==> src/rtl/sio_irq_pkg.sv <==
package sio_irq_pkg;

  localparam logic [2:0] K_TRIG   = 3'd0;
  localparam logic [2:0] K_POL    = 3'd1;
  localparam logic [2:0] K_EN     = 3'd2;
  localparam logic [2:0] K_ACK    = 3'd3;
  localparam logic [2:0] K_MASTER = 3'd4;

  typedef enum logic [1:0] {
    TRG_LEVEL = 2'd0,
    TRG_BOTH  = 2'd1,
    TRG_FALL  = 2'd2,
    TRG_RISE  = 2'd3
  } trig_e;

  // Event decision for one input given its type, polarity and history.
  function automatic logic trig_hit(input trig_e t, input logic pol,
                                    input logic prv, input logic cur);
    logic r;
    case (t)
      TRG_LEVEL: r = cur ^ pol;
      TRG_BOTH:  r = cur ^ prv;
      TRG_FALL:  r = prv & ~cur;
      default:   r = ~prv & cur;
    endcase
    return r;
  endfunction

endpackage

==> src/rtl/sio_irq_cfg.sv <==
module sio_irq_cfg
  import sio_irq_pkg::*;
#(
  parameter int NPORT = 32,
  parameter int NBIT  = 4,
  localparam int W    = NPORT * NBIT,
  localparam int IDXW = $clog2(2 * NBIT)
) (
  input  logic            clk,
  input  logic            rst_n,
  input  logic            we,
  input  logic [2:0]      kind,
  input  logic [IDXW-1:0] idx,
  input  logic [NPORT-1:0] wdata,
  output logic [W-1:0]    trig_lo,
  output logic [W-1:0]    trig_hi,
  output logic [W-1:0]    pol,
  output logic [W-1:0]    en,
  output logic [W-1:0]    ack_mask,
  output logic            master
);

  for (genvar b = 0; b < NBIT; b++) begin : g_word
    localparam logic [IDXW-1:0] LO_I = IDXW'(b);
    localparam logic [IDXW-1:0] HI_I = IDXW'(NBIT + b);

    logic sel_lo, sel_hi, sel_pol, sel_en, sel_ack;
    assign sel_lo  = we && (kind == K_TRIG) && (idx == LO_I);
    assign sel_hi  = we && (kind == K_TRIG) && (idx == HI_I);
    assign sel_pol = we && (kind == K_POL)  && (idx == LO_I);
    assign sel_en  = we && (kind == K_EN)   && (idx == LO_I);
    assign sel_ack = we && (kind == K_ACK)  && (idx == LO_I);

    always_ff @(posedge clk or negedge rst_n) begin
      if (!rst_n) begin
        trig_lo[b*NPORT +: NPORT] <= '0;
        trig_hi[b*NPORT +: NPORT] <= '0;
        pol[b*NPORT +: NPORT]     <= '0;
        en[b*NPORT +: NPORT]      <= '0;
      end else begin
        if (sel_lo)  trig_lo[b*NPORT +: NPORT] <= wdata;
        if (sel_hi)  trig_hi[b*NPORT +: NPORT] <= wdata;
        if (sel_pol) pol[b*NPORT +: NPORT]     <= wdata;
        if (sel_en)  en[b*NPORT +: NPORT]      <= wdata;
      end
    end

    assign ack_mask[b*NPORT +: NPORT] = sel_ack ? wdata : '0;
  end

  always_ff @(posedge clk or negedge rst_n) begin
    if (!rst_n)
      master <= 1'b0;
    else if (we && kind == K_MASTER)
      master <= wdata[0];
  end

endmodule

==> src/rtl/sio_irq_detect.sv <==
module sio_irq_detect
  import sio_irq_pkg::*;
#(
  parameter int NPORT = 32,
  parameter int NBIT  = 4,
  localparam int W    = NPORT * NBIT
) (
  input  logic [W-1:0] trig_lo,
  input  logic [W-1:0] trig_hi,
  input  logic [W-1:0] pol,
  input  logic [W-1:0] prev,
  input  logic [W-1:0] cur,
  output logic [W-1:0] evt
);

  for (genvar i = 0; i < W; i++) begin : g_in
    trig_e t;
    assign t      = trig_e'({trig_hi[i], trig_lo[i]});
    assign evt[i] = trig_hit(t, pol[i], prev[i], cur[i]);
  end

endmodule

==> src/rtl/sio_irq_pend.sv <==
module sio_irq_pend #(
  parameter int NPORT = 32,
  parameter int NBIT  = 4,
  localparam int W    = NPORT * NBIT
) (
  input  logic         clk,
  input  logic         rst_n,
  input  logic         strobe,
  input  logic [W-1:0] cur,
  input  logic [W-1:0] evt,
  input  logic [W-1:0] ack_mask,
  output logic [W-1:0] prev,
  output logic [W-1:0] evt_hit,
  output logic [W-1:0] pend
);

  assign evt_hit = evt & {W{strobe}};

  always_ff @(posedge clk or negedge rst_n) begin
    if (!rst_n) begin
      pend <= '0;
      prev <= '0;
    end else begin
      pend <= (pend & ~ack_mask) | evt_hit;
      if (strobe) prev <= cur;
    end
  end

endmodule

==> src/rtl/sio_in_irq.sv <==
module sio_in_irq #(
  parameter int NPORT = 32,
  parameter int NBIT  = 4,
  localparam int W    = NPORT * NBIT,
  localparam int IDXW = $clog2(2 * NBIT)
) (
  input  logic             clk,
  input  logic             rst_n,
  input  logic             burst_done,
  input  logic [W-1:0]     burst_data,
  input  logic             cfg_we,
  input  logic [2:0]       cfg_kind,
  input  logic [IDXW-1:0]  cfg_idx,
  input  logic [NPORT-1:0] cfg_wdata,
  output logic [W-1:0]     ident,
  output logic             irq
);

  logic [W-1:0] trig_lo, trig_hi, pol, en, ack_mask;
  logic [W-1:0] prev, evt, evt_hit, pend;
  logic         master;

  sio_irq_cfg #(.NPORT(NPORT), .NBIT(NBIT)) u_cfg (
    .clk(clk), .rst_n(rst_n), .we(cfg_we), .kind(cfg_kind), .idx(cfg_idx),
    .wdata(cfg_wdata), .trig_lo(trig_lo), .trig_hi(trig_hi), .pol(pol),
    .en(en), .ack_mask(ack_mask), .master(master)
  );

  sio_irq_detect #(.NPORT(NPORT), .NBIT(NBIT)) u_det (
    .trig_lo(trig_lo), .trig_hi(trig_hi), .pol(pol), .prev(prev),
    .cur(burst_data), .evt(evt)
  );

  sio_irq_pend #(.NPORT(NPORT), .NBIT(NBIT)) u_pend (
    .clk(clk), .rst_n(rst_n), .strobe(burst_done), .cur(burst_data),
    .evt(evt), .ack_mask(ack_mask), .prev(prev), .evt_hit(evt_hit),
    .pend(pend)
  );

  assign ident = pend & en;
  assign irq   = master & (|ident);

endmodule

==> config.mk <==
export PLATFORM = sky130hd
export DESIGN_NAME = sio_in_irq
export DESIGN_NICKNAME = d
export VERILOG_FILES = /design/src/rtl/sio_irq_pkg.sv /design/src/rtl/sio_irq_cfg.sv /design/src/rtl/sio_irq_detect.sv /design/src/rtl/sio_irq_pend.sv /design/src/rtl/sio_in_irq.sv
export SDC_FILE = /design/constraint.sdc
export NUM_CORES = 1
export LEC_CHECK = 0
export ABC_AREA = 1
export BUFFER_PORTS_ARGS = -buffer_cell sky130_fd_sc_hd__buf_2
export CORE_AREA = 2 2 294 296
export CTS_CLUSTER_DIAMETER = 100
export DETAILED_ROUTE_END_ITERATION = 8
export DIE_AREA = 0 0 296 298
export REMOVE_ABC_BUFFERS = 1
export SYNTH_ARGS = -nofsm -noshare
export SYNTH_HDL_FRONTEND = slang
export SYNTH_SLANG_ARGS = --single-unit
==> constraint.sdc <==
create_clock -name clk -period 2.3 [get_ports clk]
set_input_delay 0.46 -clock clk [delete_from_list [all_inputs] [get_ports clk]]
set_output_delay 0.46 -clock clk [all_outputs]
set_load 0.02 [all_outputs]
==> results.sh <==
export IMPL_grt_usage_pct=22.4
export IMPL_finalPower_mw=36.2
export IMPL_critical_path_peak_fanout=2
export IMPL_cts_root_buf="clkbuf_16"
export IMPL_grt_start_max_net_pins=79
export IMPL_cts_tree="done"
export IMPL_leakage_nw=19.9
export IMPL_ant_nets=0
export IMPL_clk_latency_ns=0.63
export IMPL_ys_seq_area_share_pct=57.0
export IMPL_reg2reg_depth=6
export IMPL_totalWireLength_mm=98.9
export IMPL_grt_pass1_wl_mm=152
export IMPL_die_area_um2=88200
export IMPL_yosys_warnings=0
export IMPL_yosysTopAreaCell="dfrtp_1"
export IMPL_synth_top_area_share_pct=57.0
export IMPL_io_pins=299
export IMPL_routabilityCongestion=0.798
export IMPL_postSynthCellCount=4057
export IMPL_routed_via_density=4.98
export IMPL_fin_nets=4486
export IMPL_status="finished with violations"
export IMPL_setup_violations=1
export IMPL_end_kind="output port"
export IMPL_row_count=107
export IMPL_numClockSinks=769
export IMPL_worstSetupPathType="reg2out"
export IMPL_antenna_found_initial=17
export IMPL_fin_skew_ns=0.0192
export IMPL_fin_crit_sh_pct=109
export IMPL_start_util_pct=39.7
export IMPL_hold_class="in2reg"
export IMPL_drive_above_1_share_pct=16.0
export IMPL_synth_cell_type_count=19
export IMPL_die_y_um=298
export IMPL_r2r_slack_ns=0.95
export IMPL_io_buffers=298
export IMPL_min_to="u_pend.prev[117]"
export IMPL_htreeDepth=3
export IMPL_grt_pass1_vias=25800
export IMPL_max_freq_ghz=0.399
export IMPL_clockBufferDepth=3
export IMPL_holdWs_ns=0.0625
export IMPL_layout_setup_ws_ns=-0.205
export IMPL_syn_area_um2=33700
export IMPL_core_area_um2=84900
export IMPL_fillerInstances=8321
export IMPL_ys_seq_elements=769
export IMPL_relSlewSlack_pct=51.5
export IMPL_critPathArrivalTime_ns=2.04
export IMPL_ir_worst_vdd_v=0.000534
export IMPL_worst_pin_slew_ns=0.727
export IMPL_cts_buffers=85
export IMPL_r2r_start="u_cfg.trig_lo[82]"
export IMPL_holdPathStages=3
export IMPL_rsz0062_at_grt="true"
export IMPL_maxCapViolations=0
export IMPL_cp_required_ns=1.84
export IMPL_min_period_ns=2.50
export IMPL_final_core_util_pct=47.3
export IMPL_p_per_area_nw_per_um2=902
export IMPL_start_kind="register"
export IMPL_syn2layout_area_growth_pct=19.1
export IMPL_drt_initial_drc_count=2291
export IMPL_die_x_um=296
export IMPL_rr_endpoint="u_pend.pend[82]"
export IMPL_post_route_drc_count=0
export IMPL_synth_top_cells_by_area="dfrtp_1 57%, nand2_1 14%, o21ai_0 13%"
export IMPL_failed_checks="negative setup slack"
export IMPL_drt_wirelength_per_cell_um=17.9
export IMPL_dp_hpwl_mm=64.0
export IMPL_path_clk_slew_ns=0.05
export IMPL_first_pass_iters=5
export IMPL_min_delay_start="burst_data[117]"
export IMPL_vias=27500
export IMPL_synth_avg_cell_area_um2=8.32
export IMPL_report_final_slew_viol_count=0
export IMPL_hold_viol_final=0
export IMPL_overflow=0
-- sequential cells by signal, summed over array words and instances, names as in the netlist --
register,count
u_cfg.en,128
u_cfg.master,1
u_cfg.pol,128
u_cfg.trig_hi,128
u_cfg.trig_lo,128
u_pend.pend,128
u_pend.prev,128
-- worst max path at each step --
stage | startpoint | slack, ns | end
detailed placement | u_cfg.en[54] | -0.03 | irq
finish | u_cfg.en[35] | -0.20 | irq
CTS | u_pend.pend[79] | -0.26 | irq
global route | u_pend.pend[16] | -0.29 | irq
floorplan | cfg_kind[1] | -0.46 | u_cfg.trig_hi[34]
global placement | u_cfg.en[54] | -0.07 | irq
-- logic make-up after synthesis --
kind of cell	Yosys count	share of synthesized area [%]
AOI/OAI and AO/OA	1203	18.9
and+or+nand+nor	1418	16.7
buffers and inverters	667	7.42
DFF	769	57.0
-- cell usage in the layout, fill, tap and decap left out, types with 17 or more instances in the layout --
cell type	n
buf_4	66
dfrtp_1	769
clkbuf_16	88
o21ai_0	870
a21oi_1	128
clkbuf_1	17
clkbuf_8	21
nand2_1	1171
nor2_2	17
nor3_1	53
or2_2	79
o21ai_1	27
buf_2	295
nand2_2	61
o211ai_1	49
o22ai_1	79
o21a_1	49
inv_1	452
buf_12	22
-- layer usage --
| layer | global-route usage [%] | vias to the layer above | wire [µm] |
|---|---|---|---|
| met5 | 0 | - | 70 |
| li1 | - | 13600 | - |
| met1 | 32.9 | 13100 | 46500 |
| met4 | 5.90 | 8 | 2290 |
| met3 | 3.08 | 130 | 5130 |
| met2 | 34.8 | 642 | 44900 |
-- cell type report --
class | count | area, µm² | share of cell area, %
clock buffers | 126 | 2550 | 6.36
well taps | 1144 | 1430 | 3.56
inverters | 452 | 1700 | 4.22
multi-input cells | 2621 | 12300 | 30.7
clock inverters | 30 | 453 | 1.13
flip-flops and latches | 769 | 19200 | 47.9
diodes | 5 | 12.5 | 0.0311
repair buffers | 387 | 2460 | 6.13
-- worst max-delay path: stages (launching register included) --
cell and delay (ns):
dfrtp_1 0.38, nand2_1 0.08, nand2_1 0.13, nor2_1 0.17, nand2_2 0.08, nor2_2 0.12
nand2_1 0.07, nor2_2 0.16, a21oi_4 0.10, buf_6 0.14
-- cell usage after synthesis --
library cell,number
nor4_4,1
nor2_1,44
o21ai_1,27
nor4_2,1
nor4_1,1
nand3_1,1
clkbuf_1,213
o21a_1,49
nand2_1,1234
nand4_1,4
nor3_1,53
dfrtp_1,769
o22ai_1,79
a21oi_1,129
or2_2,79
buf_1,2
inv_1,452
o211ai_1,49
o21ai_0,870
-- power breakdown --
| part | switching [mW] | total, mW | internal (mW) |
|---|---|---|---|
| Clock | 5.61 | 14.5 | 8.93 |
| Combinational | 3.77 | 5.90 | 2.14 |
| Sequential | 0.847 | 15.8 | 15.0 |
-- stage by stage --
stage / setup TNS [ns] / worst slack, ns / instances / area [µm²]
2_1_floorplan: -48.39 / -0.462 / 3842 / 32900
3_3_place_gp: -0.0709 / -0.0709 / 5369 / 36800
3_5_place_dp: -0.0316 / -0.0316 / 5369 / 36800
4_1_cts: -0.258 / -0.258 / 5527 / 40100
5_1_grt: -0.293 / -0.293 / 5532 / 40200
6_report: -0.205 / -0.205 / 5534 / 40200
-- repair_timing --
item                                    CTS  global route
gates cloned                              0             0
pin swaps                                20            21
setup buffers                             1             2
resized for setup                        66            32
endpoints found under the hold margin    17             0
hold buffers                              1             0
endpoints found under the setup margin    1             1
Power figures use the tool's default switching activity.
